==> config.mk <==
export PLATFORM = sky130hd
export DESIGN_NAME = cfgwin_decoder
export DESIGN_NICKNAME = d
export VERILOG_FILES = /design/src/rtl/cfgwin_pkg.sv /design/src/rtl/cfgwin_addr_dec.sv /design/src/rtl/cfgwin_selfid.sv /design/src/rtl/cfgwin_cycle_ctrl.sv /design/src/rtl/cfgwin_decoder.sv
export SDC_FILE = /design/constraint.sdc
export NUM_CORES = 1
export LEC_CHECK = 0
export ABC_AREA = 1
export CORE_UTILIZATION = 43
export CTS_CLUSTER_DIAMETER = 50
export DETAILED_ROUTE_END_ITERATION = 6
export PLACE_DENSITY = 0.8
export SYNTH_ARGS = -nofsm -noshare
export SYNTH_HDL_FRONTEND = slang
export SYNTH_SLANG_ARGS = --single-unit
==> constraint.sdc <==
create_clock -name clk -period 1.89 [get_ports clk]
set_clock_uncertainty 0.1 [all_clocks]
set_input_delay 0.189 -clock clk [delete_from_list [all_inputs] [get_ports clk]]
set_output_delay 0.189 -clock clk [all_outputs]
set_load 0.005 [all_outputs]
==> src/rtl/cfgwin_pkg.sv <==
package cfgwin_pkg;
  localparam int SLOT_W = 5;
  localparam int SEL_W  = 1 << SLOT_W;
  localparam logic [3:0] CMD_CFG_RD = 4'b1010;
  localparam logic [3:0] CMD_CFG_WR = 4'b1011;

  typedef struct packed {
    logic              claim;     // address is in one of the windows
    logic              ok;        // may be sent to the bus
    logic              self_win;  // self window hit
    logic [SLOT_W-1:0] slot;
  } dec_t;

  typedef enum logic {ST_IDLE = 1'b0, ST_BUS = 1'b1} st_e;
endpackage

==> src/rtl/cfgwin_addr_dec.sv <==
module cfgwin_addr_dec
  import cfgwin_pkg::*;
#(
  parameter logic [15:0] SELF_BASE = 16'h6000,
  parameter logic [15:0] NORM_BASE = 16'h6100,
  parameter int          SLOT_LO   = 11,
  parameter int          HDR_BYTES = 64,
  parameter int          OFF_W     = 6
) (
  input  logic [31:0]      addr,
  input  logic             selfid_vld,
  output dec_t             dec,
  output logic [OFF_W-1:0] off
);
  localparam int HDR_LSB = $clog2(HDR_BYTES);

  logic in_self, in_norm, aligned, in_hdr, slot_ok;
  logic [10:0] low;

  always_comb begin
    low      = addr[10:0];
    in_self  = (addr[31:16] == SELF_BASE);
    in_norm  = (addr[31:16] == NORM_BASE);
    aligned  = (addr[1:0] == 2'b00);
    in_hdr   = ((low >> HDR_LSB) == 11'd0);
    slot_ok  = (int'(addr[15:11]) >= SLOT_LO);
    dec.claim    = in_self | in_norm;
    dec.self_win = in_self;
    dec.slot     = addr[15:11];
    dec.ok       = aligned & in_hdr & slot_ok & (in_self | selfid_vld);
    off          = addr[OFF_W+1:2];
  end
endmodule

==> src/rtl/cfgwin_selfid.sv <==
module cfgwin_selfid
  import cfgwin_pkg::*;
(
  input  logic              clk,
  input  logic              rst,
  input  logic              we,
  input  logic [SLOT_W-1:0] wdata,
  output logic [SLOT_W-1:0] id,
  output logic              vld
);
  always_ff @(posedge clk) begin
    if (rst) begin
      id  <= '0;
      vld <= 1'b0;
    end else if (we) begin
      id  <= wdata;
      vld <= 1'b1;
    end
  end
endmodule

==> src/rtl/cfgwin_cycle_ctrl.sv <==
module cfgwin_cycle_ctrl
  import cfgwin_pkg::*;
#(
  parameter int DATA_W = 32,
  parameter int OFF_W  = 6,
  parameter int TMO    = 8
) (
  input  logic              clk,
  input  logic              rst,
  input  logic              req,
  input  logic              wr,
  input  logic [DATA_W-1:0] wdata_in,
  input  dec_t              dec,
  input  logic [OFF_W-1:0]  off_in,
  input  logic [SLOT_W-1:0] selfid,
  input  logic              ack,
  input  logic [DATA_W-1:0] ack_data,
  output logic              done,
  output logic [DATA_W-1:0] rdata,
  output logic              cyc_valid,
  output logic [SEL_W-1:0]  idsel,
  output logic [OFF_W-1:0]  off,
  output logic [3:0]        cmd,
  output logic [DATA_W-1:0] wdata,
  output logic              is_self
);
  localparam int TW = $clog2(TMO + 1);
  localparam logic [DATA_W-1:0] ONES = '1;

  st_e          st;
  logic [TW-1:0] tmr;
  logic          is_wr;

  always_ff @(posedge clk) begin
    if (rst) begin
      st        <= ST_IDLE;
      done      <= 1'b0;
      rdata     <= '0;
      cyc_valid <= 1'b0;
      idsel     <= '0;
      off       <= '0;
      cmd       <= '0;
      wdata     <= '0;
      is_self   <= 1'b0;
      tmr       <= '0;
      is_wr     <= 1'b0;
    end else begin
      done <= 1'b0;
      case (st)
        ST_IDLE: begin
          if (req && dec.claim) begin
            if (dec.ok) begin
              st        <= ST_BUS;
              cyc_valid <= 1'b1;
              idsel     <= SEL_W'(1) << dec.slot;
              off       <= off_in;
              cmd       <= wr ? CMD_CFG_WR : CMD_CFG_RD;
              wdata     <= wr ? wdata_in : '0;
              is_self   <= dec.self_win | (dec.slot == selfid);
              is_wr     <= wr;
              tmr       <= '0;
            end else begin
              done  <= 1'b1;
              rdata <= wr ? '0 : ONES;
            end
          end
        end
        ST_BUS: begin
          if (ack || tmr == TW'(TMO - 1)) begin
            st        <= ST_IDLE;
            cyc_valid <= 1'b0;
            idsel     <= '0;
            is_self   <= 1'b0;
            done      <= 1'b1;
            rdata     <= is_wr ? '0 : (ack ? ack_data : ONES);
          end else begin
            tmr <= tmr + 1'b1;
          end
        end
        default: st <= ST_IDLE;
      endcase
    end
  end
endmodule

==> src/rtl/cfgwin_decoder.sv <==
module cfgwin_decoder
  import cfgwin_pkg::*;
#(
  parameter logic [15:0] SELF_BASE = 16'h6000,
  parameter logic [15:0] NORM_BASE = 16'h6100,
  parameter int          SLOT_LO   = 11,
  parameter int          HDR_BYTES = 64,
  parameter int          OFF_W     = 6,
  parameter int          DATA_W    = 32,
  parameter int          TMO       = 8
) (
  input  logic              clk,
  input  logic              rst,
  input  logic              host_req,
  input  logic              host_we,
  input  logic [31:0]       host_addr,
  input  logic [DATA_W-1:0] host_wdata,
  output logic              host_done,
  output logic [DATA_W-1:0] host_rdata,
  input  logic              selfid_we,
  input  logic [4:0]        selfid_wdata,
  output logic              cyc_valid,
  output logic [31:0]       cyc_idsel,
  output logic [OFF_W-1:0]  cyc_off,
  output logic [3:0]        cyc_cmd,
  output logic [DATA_W-1:0] cyc_wdata,
  output logic              cyc_self,
  input  logic              tgt_ack,
  input  logic [DATA_W-1:0] tgt_rdata
);
  dec_t              dec;
  logic [OFF_W-1:0]  dec_off;
  logic [SLOT_W-1:0] self_id;
  logic              self_vld;

  cfgwin_selfid u_selfid (
    .clk(clk), .rst(rst), .we(selfid_we), .wdata(selfid_wdata),
    .id(self_id), .vld(self_vld)
  );

  cfgwin_addr_dec #(
    .SELF_BASE(SELF_BASE), .NORM_BASE(NORM_BASE), .SLOT_LO(SLOT_LO),
    .HDR_BYTES(HDR_BYTES), .OFF_W(OFF_W)
  ) u_dec (
    .addr(host_addr), .selfid_vld(self_vld), .dec(dec), .off(dec_off)
  );

  cfgwin_cycle_ctrl #(.DATA_W(DATA_W), .OFF_W(OFF_W), .TMO(TMO)) u_ctrl (
    .clk(clk), .rst(rst), .req(host_req), .wr(host_we), .wdata_in(host_wdata),
    .dec(dec), .off_in(dec_off), .selfid(self_id),
    .ack(tgt_ack), .ack_data(tgt_rdata),
    .done(host_done), .rdata(host_rdata), .cyc_valid(cyc_valid),
    .idsel(cyc_idsel), .off(cyc_off), .cmd(cyc_cmd), .wdata(cyc_wdata),
    .is_self(cyc_self)
  );
endmodule

After elaboration in Yosys (flattened, before gate mapping)
Cells that the tools add are included.
W data, S select, Z words.
{"block": "totals", "output_inout_bits": 109, "register_bits": 121}
{"block": "op_classes", "addsub": 1, "n_mux": 32, "n_reduce_logical": 8, "shifts": 1, "eq_ne": 9, "order_cmp": 1, "n_bitwise": 7}
{"op": "$mux W32", "count": 10}
{"op": "$pmux W32 S2", "count": 2}
{"op": "$eq A16 B15 Y1 const B", "count": 2}
{"op": "$shl A1 B5 Y32 const A", "count": 1}
{"op": "$mux W1", "count": 12}
{"op": "$mux W4", "count": 3}
{"op": "$reduce_and A3 Y1", "count": 4}
{"op": "$logic_not A11 Y1", "count": 1}
{"op": "$ne A2 B2 Y1 const B", "count": 4}
{"op": "$pmux W1 S2", "count": 4}
{"op": "$pmux W4 S2", "count": 1}
{"op": "$eq A5 B5 Y1", "count": 1}
{"op": "$ge A5 B4 Y1 const B", "count": 1}
{"op": "$add A4 B1 Y4 const B", "count": 1}
{"op": "$eq A4 B3 Y1 const B", "count": 1}
{"op": "$and A1 B1 Y1", "count": 3}
{"op": "$or A1 B1 Y1", "count": 3}
{"op": "$logic_not A2 Y1", "count": 1}
{"op": "$ne A2 B1 Y1 const B", "count": 1}
{"op": "$logic_and A1 B1 Y1", "count": 1}
{"op": "$logic_or A1 B1 Y1", "count": 1}
{"op": "$not A1 Y1", "count": 1}

Longest topological paths before layout
Gate-level depths: netlist (run 1).
{"block": "logic_depth", "ltp_word": 7, "mapped_depth": 14, "mapped_depth_nobuf": 12}

Modules after synthesis
Synthesis (run 1) repeated with hierarchy kept, for this count alone.
{"block": "unflattened", "hier_cells": 710, "area_unflattened_um2": 4953.5}
{"mod": "cfgwin_cycle_ctrl", "area_per_inst_um2": 4451.8, "instances": 1, "cells_per_inst": 626, "seq_area_each_um2": 2242.2}
{"mod": "cfgwin_addr_dec", "area_per_inst_um2": 252.7, "instances": 1, "cells_per_inst": 49, "seq_area_each_um2": 0.0}
{"mod": "cfgwin_selfid", "area_per_inst_um2": 249.0, "instances": 1, "cells_per_inst": 35, "seq_area_each_um2": 120.1}

Worst setup path after synthesis (run 1)
Ideal clock, no wire load.
{"block": "synth_timing", "path_kind": "flip-flop to flip-flop", "startpoint": "register u_ctrl.tmr[0]", "endpoint": "register u_ctrl.idsel[15]", "arrival_time_ns": 1.349, "setup_time_ns": 0.070, "n_path_buf": 1, "stages_incl_launch_ff": 7, "path_slack_ns": 0.371, "synth_period_minus_slack_ns": 1.519, "cell_sequence": "dfxtp_1 ha_1 a31o_2 nand2_2 buf_2 nand3_1 a21oi_1"}
{"block": "synth_between", "elab_chain_cells": 4}
{"element": "from (decl)", "line": "cfgwin_cycle_ctrl.sv:31", "source": "logic [TW-1:0] tmr;"}
{"element": "from (signal assigned)", "line": "cfgwin_cycle_ctrl.sv:77", "source": "tmr <= tmr + 1'b1;"}
{"element": "$eq A4 B3 Y1", "line": "cfgwin_cycle_ctrl.sv:69", "source": "if (ack || tmr == TW'(TMO - 1)) begin"}
{"element": "$logic_or A1 B1 Y1", "line": "cfgwin_cycle_ctrl.sv:69"}
{"element": "$ne A2 B2 Y1 (no line)"}
{"element": "$reduce_and A3 Y1 (no line)"}
{"element": "to (signal assigned)", "line": "cfgwin_cycle_ctrl.sv:55", "source": "idsel <= SEL_W'(1) << dec.slot;"}
{"element": "to (decl)", "line": "cfgwin_cycle_ctrl.sv:21", "source": "output logic [SEL_W-1:0] idsel,"}
No other way between the ends.
A chain may end at the register's enable or synchronous reset.

Worst setup path in the final report (run 1)
{"block": "layout_timing", "startpoint": "register u_ctrl.tmr[0]", "endpoint": "register u_ctrl.idsel[14]"}
Same word-level chain as after synthesis.

==> run summary, run 1 <==
status: complete, no violations
most used cell, CP: nand2_1
fin crit period: 1710 ps
Mapped Area: 5310 um2
fmax: 584 MHz
via count: 5524
Final period util: 90.5%
Pwr Total: 0.00614 W
die area: 12800 um2
port bufs: 214
Place WS: -147 ps
Worst Hold End: u_ctrl.off[5]
# setup viols final: 0
Final Instance Area: 8270 um2
Die X: 113 um
Hold Buf Count CTS: 0
# rows: 40
Iteration-0 DRC Markers: 436
Core ar.: 12000 um2
placed cell area: 7690 um2
CTS tree: done
worst r2r src: u_ctrl.tmr[0]
CTS H-tree depth: 4
Slew Viols, Final: 0
Synth cell types: 30
critical setup path kind: flip-flop to flip-flop
Setup crit end kind: flip-flop
Power Density: 742 nW/um2
Initial Util: 44.2%
Clock Latency Late Sink: 400 ps
Remaining DRCs: 0
sequential area share after synthesis: 44.5%
NumNets Final: 1067
R2R setup slack: 180 ps
post-detail-place hpwl: 10400 um
slack of the critical path: 179 ps
Syn Inst Count: 749
Min-Delay Path Class: input pin to flip-flop
crit path cell chain: ha_1 > a31o_2 > nand2_2 > nand2_1 > buf_4 > nand2_1 > a21oi_1
leakage: 3.24 nW
CP arrival: 1860 ps
vias per cell: 4.94
CP max stage cell: dfxtp_1
register area: 2360 um2
final cell count without fillers: 1119
RR Endpoint: u_ctrl.idsel[14]
Cells on Worst Hold Path: 4
Overflow after GRT: 0
FF+latch count, synth: 118
endpoints failing hold: 0
GRT Total Usage: 23.8%
post-cts sizing count: 0
fillers: 1017
TritonRoute pass-1 iters: 4
Avg Cell Area, Syn: 7.08 um2
Post-CTS Setup Inserts: 0
Worst-path clk slew: 60 ps
post-synth net total: 857
Slowest Stage Delay on Critical Path: 340 ps
Worst EP required: 2040 ps
CTS root buf: clkbuf_16
drt wl/cell: 13.6 um
global placement routability congestion: 0.865
Max IR drop VDD: 536 uV
Synth Warn #: 0
Worst Hold Margin: 200 ps
antenna violations before repair: 0
Slew HR: 49.9%
number of global-route vias before repair: 5197
first-pass GRT wire length: 24300 um
largest net degree at the start of global routing: 74
RSZ-0062 raised after global routing: false
ratio of cells with drive above 1 in the final layout: 9.16%
Critical Path Start Type: flip-flop
CP Max Fanout: 7
Max Cap Viol: 0
Max Root-Sink Buffers: 2
n_diodes: 0
R2R depth: 7
Worst-Margin Slew: 751 ps
Detail Route Antenna Nets: 0
area growth from synthesis to layout: 55.9%
Inst Count DP: 1087
clock tree sinks: 118
routed wire length: 15200 um
combined area of the multi-input logic cells: 2380 um2
hold path startpoint: rst
CTS buffer count: 17
IO Pins: 216
die height: 113 um
[registers in the layout, summed over array words and instances, names as in the netlist]
name	count
u_ctrl.is_self	1
u_selfid.vld	1
u_ctrl.off	6
u_selfid.id	5
u_ctrl.cyc_valid	1
u_ctrl.st	1
u_ctrl.idsel	32
u_ctrl.cmd	2
u_ctrl.rdata	32
u_ctrl.tmr	4
u_ctrl.done	1
u_ctrl.wdata	32
[layer usage]
| layer | global-route usage (%) | routed length (um) | vias to the layer above |
|---|---|---|---|
| met2 | 39.5 | 7130 | 184 |
| met4 | 10.9 | 397 | 0 |
| met1 | 29.2 | 6670 | 2474 |
| met5 | 0 | 0 | - |
| met3 | 5.68 | 972 | 27 |
| li1 | - | - | 2839 |
[stage by stage]
| stage | setup TNS [ps] | util (%) |
|---|---|---|
| 2_1_floorplan | 0 | - |
| 3_3_place_gp | -3490 | 64.0 |
| 3_5_place_dp | -7480 | 64.0 |
| 4_1_cts | 0 | 68.9 |
| 5_1_grt | 0 | 68.9 |
| 6_report | 0 | 68.9 |
[power by group]
part           internal (W)  switching [W]  leakage, nW
registers           0.00250     0.00000543        0.951
logic              0.000273       0.000206         2.01
clock network       0.00194        0.00121        0.279
[worst max-delay path, delay by kind of cell (launching register included)]
kind / cells / cell delay (ps)
buffers and inverters: 1 / 180
adders and majority gates: 1 / 240
DFF: 1 / 340
AOI/OAI and AO/OA: 2 / 340
and+or+nand+nor: 3 / 370
[Yosys cell counts (all sizes together)]
master  instances  share of area [%]
a21oi          97                9.4
a31o            1               0.17
buf            38                4.9
clkbuf         24                1.7
clkinv          1              0.071
conb            1              0.071
dfxtp         118                 45
ha              1               0.24
inv            56                4.0
nand2         174                 13
nand3          49                4.7
nand4          36                4.2
nor2          113                8.1
nor3           11                1.0
nor3b          11                1.6
nor4            3               0.35
o211ai          1               0.14
o21ai           8               0.75
xnor2           5               0.83
xor2            1               0.17
[cell type report]
class                   instances  area share (%)
clock inverters                15            1.88
repair buffers                253            30.7
multi-input cells             512            28.8
well taps                     147            2.22
inverters                      57            2.62
flip-flops and latches        118            28.6
clock buffers                  17            5.14
[logic make-up after synthesis]
family | share of synthesized area, %
XOR/XNOR | 0.991
other | 0.0707
adder cells (fa/ha/maj) | 0.236
buffers and inverters | 10.7
AND/OR/NAND/NOR | 33.0
AO/OA/AOI/OAI | 10.4
flip-flops | 44.5
[how the worst max path moves through the flow]
stage	to	start	cells past startpoint
2_1_floorplan	u_ctrl.idsel[15]	u_ctrl.tmr[0]	6
3_3_place_gp	u_ctrl.tmr[2]	host_addr[25]	12
3_5_place_dp	u_ctrl.tmr[2]	host_addr[25]	12
4_1_cts	u_ctrl.idsel[10]	u_ctrl.tmr[0]	6
5_1_grt	u_ctrl.idsel[7]	u_ctrl.tmr[0]	6
6_report	u_ctrl.idsel[14]	u_ctrl.tmr[0]	7
[layout by cell type (no fill, tap or decap), types with 2 or more instances in the layout]
master,n
a21oi_1,96
buf_12,9
buf_4,30
bufinv_16,2
clkbuf_16,17
clkdlybuf4s50_1,213
clkinv_2,4
clkinv_4,4
clkinvlp_4,3
dfxtp_1,118
inv_1,54
inv_6,2
nand2_1,167
nand2_2,5
nand3_1,48
nand4_1,36
nor2_1,108
nor2_2,4
nor3_1,11
nor3b_1,11
nor4_1,3
o21ai_0,8
xnor2_1,5
(Power assumes the default switching activity.)
==> run 2: changes to the inputs <==
--- a/config.mk
+++ b/config.mk
@@ -6,10 +6,11 @@
 export NUM_CORES = 1
 export LEC_CHECK = 0
 export ABC_AREA = 1
-export CORE_UTILIZATION = 43
+export CORE_UTILIZATION = 50
 export CTS_CLUSTER_DIAMETER = 50
 export DETAILED_ROUTE_END_ITERATION = 6
-export PLACE_DENSITY = 0.8
+export DONT_BUFFER_PORTS = 1
+export PLACE_DENSITY = 0.65
 export SYNTH_ARGS = -nofsm -noshare
 export SYNTH_HDL_FRONTEND = slang
 export SYNTH_SLANG_ARGS = --single-unit
==> run 2 against run 1 <==
Against the previous run:
- clock power about the same
- core utilization decreased by 1.7 points
- flip-flop and latch count unchanged
==> run summary, run 2 (synthesis results as in run 1) <==
status: complete, no violations
Iteration-0 DRC Markers: 309
setup TNS: 0 ps
Max IR drop VDD: 588 uV
die area: 11000 um2
most frequent cells in the layout: nand2_1, dfxtp_1, nor2_1
most used cell, CP: nand2_1
global placement routability congestion: 0.836
Clock Latency Late Sink: 510 ps
drt wl/cell: 15.7 um
port bufs: 0
vias per cell: 5.42
Place WS: 45.7 ps
Top delay family on crit path: buffers and inverters
CP bufs+invs: 4
TritonRoute pass-1 iters: 5
endpoints failing hold: 0
Die X: 105 um
Worst EP required: 2200 ps
area growth from synthesis to layout: 30.7%
clock tree sinks: 118
Net Switching: 0.00129 W
Overflow after GRT: 0
number of global-route vias before repair: 5022
critical setup path kind: input pin to flip-flop
CTS tree: done
CTS root buf: clkbuf_8
Max Cap Viol: 0
Critical Path Start Type: input pin
Core ar.: 10300 um2
CTS H-tree depth: 4
crit path cell chain: dlygate4sd3_1 > inv_4 > nand2_1 > nand2_1 > nand2_1 > nand2_2 > inv_2 > nand3_4 > buf_4 > nand2_1 > nand2_1 > nand2_1 > nor2_1
Power Density: 879 nW/um2
Reg power frac: 41.1%
antenna violations before repair: 2
slack of the critical path: 101 ps
largest registers: u_ctrl.idsel x32, u_ctrl.rdata x32, u_ctrl.wdata x32
Remaining DRCs: 0
Slew HR: 16.8%
via count: 5253
Slowest Stage Delay on Critical Path: 730 ps
CP arrival: 2090 ps
post-detail-place hpwl: 8520 um
switch share: 21.2%
Final period util: 94.6%
CTS buffer count: 17
Initial Util: 51.4%
Worst-Margin Slew: 1240 ps
CP max stage cell: dlygate4sd3_1
Pint: 0.00480 W
# rows: 37
ratio of cells with drive above 1 in the final layout: 7.21%
power share of the clock group: 52.2%
GRT Total Usage: 26.8%
Detail Route Antenna Nets: 0
die height: 105 um
CP Max Fanout: 12
Min-Delay Path Class: input pin to flip-flop
Max Root-Sink Buffers: 2
fmax: 559 MHz
most common cell after layout, fill and taps aside: nand2_1
IO Pins: 216
# setup viols final: 0
Pwr Total: 0.00609 W
first-pass GRT wire length: 23700 um
Worst-path clk slew: 60 ps
RSZ-0062 raised after global routing: true
leakage: 2.78 nW
Slew Viols, Final: 0
fin crit period: 1790 ps
Setup crit end kind: flip-flop
routed wire length: 15200 um
NumNets Final: 928
largest net degree at the start of global routing: 74
Comb power frac: 6.7%
run 2: cell types whose count changed in the layout (fill, tap and decap cells not counted), moves of 2 or more:
cell             previous run  this run
dlymetal6s4s_1              0         4
clkbuf_8                    0         4
diode_2                     0         2
dlygate4sd3_1               0        96
buf_4                      30         7
clkinv_4                    4         0
clkdlybuf4s50_1           213         0
buf_12                      9         3
inv_6                       2         0
clkbuf_1                    0         2
nand2_4                     1         3
run 2: path summary, 6_finish.rpt:
kind	startpoint	endpoint	slack [ps]	cells past startpoint
min	host_we	u_ctrl.rdata[18]	10	5
max	host_addr[13]	u_ctrl.tmr[2]	100	13
max reg2reg	u_ctrl.tmr[0]	u_ctrl.idsel[8]	110	6
min reg2reg	u_ctrl.off[5]	u_ctrl.off[5]	370	2
run 2: tightest hold or removal path, stage by stage:
cell	delay, ps
nor2_4	100
a21oi_1	150
nand2_1	60
nand2_1	50
nor2_1	30
run 2: layout make-up:
type / count / area [um2]
clock buffer: 22 / 463
fill: 845 / 3390
clock inverter: 9 / 125
antenna: 2 / 5.00
inverter: 57 / 216
timing repair buffer: 113 / 1180
tap: 136 / 170
multi-input combinational: 513 / 2410
sequential: 118 / 2360
run 2: power by group through the flow:
stage | logic, W | registers (W) | clock network (W)
CTS | 0.000389 | 0.00250 | 0.00323
finish | 0.000406 | 0.00250 | 0.00318
floorplan | 0.000195 | 0.00255 | 0
global placement | 0.000164 | 0.00256 | 0
detailed placement | 0.000166 | 0.00256 | 0
global route | 0.000440 | 0.00250 | 0.00338
run 2: per-stage QoR:
| step | hold WS [ps] | std cells | util (%) | cell area [um2] |
|---|---|---|---|---|
| final | 14.1 | 970 | 67.2 | 6930 |
| after global routing | 20.5 | 970 | 67.2 | 6930 |
| after CTS | 5.98 | 967 | 66.6 | 6880 |
| after detailed placement | 165 | 835 | 51.0 | 5260 |
| after global placement | 163 | 835 | 51.0 | 5260 |
| after floorplan | 224 | 749 | - | 5310 |
run 2: repair_timing:
| item | 4_1_cts | 5_1_grt |
|---|---|---|
| endpoints found under the setup margin | 0 | 101 |
| resized for setup | 0 | 10 |
| hold buffers | 101 | 0 |
| setup buffers | 0 | 0 |
| hold endpoints to repair | 115 | 0 |
run 2: routing by layer:
metal | up-vias | part of all wire [%] | GRT usage, %
met4 | 0 | 3.6 | 15.2
met3 | 42 | 8.1 | 8.36
li1 | 2562 | - | -
met2 | 249 | 49 | 44.7
met5 | - | 0 | 0
met1 | 2400 | 40 | 30.4
==> run 3: changes to the inputs <==
--- a/config.mk
+++ b/config.mk
@@ -6,6 +6,7 @@
 export NUM_CORES = 1
 export LEC_CHECK = 0
 export ABC_AREA = 1
+export CORE_ASPECT_RATIO = 0.9
 export CORE_UTILIZATION = 50
 export CTS_CLUSTER_DIAMETER = 50
 export DETAILED_ROUTE_END_ITERATION = 6
==> run 3 against run 2 <==
Against the previous run:
- global-route usage shrank 0.59 points
- final cell count is 3.0% lower
- core utilization is 1.9 points lower
- critical path type is now flip-flop to flip-flop
- die area about the same
- critical path depth is 6 lower
- sequential power about the same
- highest routed layer unchanged
- register-to-register slack better by 20 ps
- via count down 2.8%
==> run summary, run 3 (synthesis results as in run 1) <==
placed cell area: 5310 um2
Inst Count DP: 834
setup TNS: 0 ps
die height: 99.7 um
drt wl/cell: 15.6 um
first-pass GRT wire length: 23200 um
Pwr Total: 0.00607 W
TritonRoute pass-1 iters: 5
leakage: 2.68 nW
ratio of cells with drive above 1 in the final layout: 8.74%
Final Instance Area: 6720 um2
CTS buffer count: 17
Clock Latency Late Sink: 410 ps
Final period util: 92.9%
post-detail-place hpwl: 8870 um
CTS tree: done
fmax: 570 MHz
Worst-Margin Slew: 1220 ps
via count: 5105
met2 wire length: 7280 um
largest net degree at the start of global routing: 75
vias per cell: 5.43
wl on met1: 5920 um
largest registers: u_ctrl.idsel x32, u_ctrl.rdata x32, u_ctrl.wdata x32
Max Cap Viol: 0
CTS root buf: clkbuf_16
Overflow after GRT: 0
port bufs: 0
Min-Delay Path Class: input pin to flip-flop
antenna violations before repair: 0
R2R depth: 7
endpoints failing hold: 0
die area: 11000 um2
status: complete, no violations
Met3 Wirelength: 1140 um
Slew HR: 18.5%
most frequent cells in the layout: nand2_1, dfxtp_1, nor2_1
Worst Hold Margin: 9.21 ps
Iteration-0 DRC Markers: 382
Power Density: 904 nW/um2
GRT Total Usage: 26.3%
Core ar.: 10300 um2
fin crit period: 1760 ps
global placement routability congestion: 0.757
CTS H-tree depth: 4
Setup crit end kind: flip-flop
Remaining DRCs: 0
Max Root-Sink Buffers: 2
CP Max Fanout: 12
clock tree sinks: 118
n_diodes: 0
Die X: 111 um
number of global-route vias before repair: 4873
IO Pins: 216
final cell count without fillers: 941
Max IR drop VDD: 928 uV
Worst-path clk slew: 50 ps
CP arrival: 2000 ps
# setup viols final: 0
Critical Path Start Type: flip-flop
# rows: 35
fillers: 861
max layer used: met4
Slew Viols, Final: 0
Detail Route Antenna Nets: 0
Initial Util: 51.6%
Worst EP required: 2130 ps
Cells on Worst Hold Path: 5
routed wire length: 14700 um
most common cell after layout, fill and taps aside: nand2_1
critical setup path kind: flip-flop to flip-flop
area growth from synthesis to layout: 26.7%
NumNets Final: 908
## run 3: timing repair
action                                  4_1_cts  5_1_grt
resized for setup                             0        6
endpoints found under the setup margin        0       85
endpoints found under the hold margin       103        0
hold buffers                                 73        0
setup buffers                                 0        2
## run 3: cell type report
| type | instances | area, um2 | share of cell area (%) |
|---|---|---|---|
| clock buffer | 21 | 470 | 7.00 |
| clock inverter | 10 | 128 | 1.90 |
| inverter | 57 | 220 | 3.28 |
| multi-input combinational | 512 | 2390 | 35.6 |
| sequential | 118 | 2360 | 35.2 |
| tap | 129 | 161 | 2.40 |
| timing repair buffer | 94 | 982 | 14.6 |
## run 3: path summary, 6_finish.rpt
path                               startpoint               end  slack, ps
worst max register to register      u_ctrl.st  u_ctrl.idsel[31]        130
worst max-delay path                u_ctrl.st  u_ctrl.idsel[31]        130
worst min-delay path                  tgt_ack  u_ctrl.rdata[31]          9
worst min register to register  u_ctrl.off[5]     u_ctrl.off[5]        370
## run 3: through the flow
stage                     util [%]  setup WS (ps)
after global routing          65.3          -20.2
after detailed placement      51.6           68.1
final                         65.3            135
after global placement        51.6            202
after floorplan                  -            371
after CTS                     64.7           24.8
## run 3: power breakdown
part / internal (W) / switching, W
Clock: 0.00215 / 0.00107
Sequential: 0.00250 / 0.00000524
Combinational: 0.000163 / 0.000183
Total: 0.00481 / 0.00126
## run 3: per-layer routing
layer	track usage, %	vias to the layer above
li1	-	2519
met1	29.4	2353
met2	44.9	201
met3	9.63	32
met4	11.9	0
met5	0	-
## run 3: worst max-delay path, cell delays in order (launching register included)
cell and delay (ps):
dfxtp_1 310, buf_4 180, clkinvlp_4 90, nand3_1 90
nor2_2 150, nand3_1 80, dlygate4sd3_1 560, a21oi_1 130
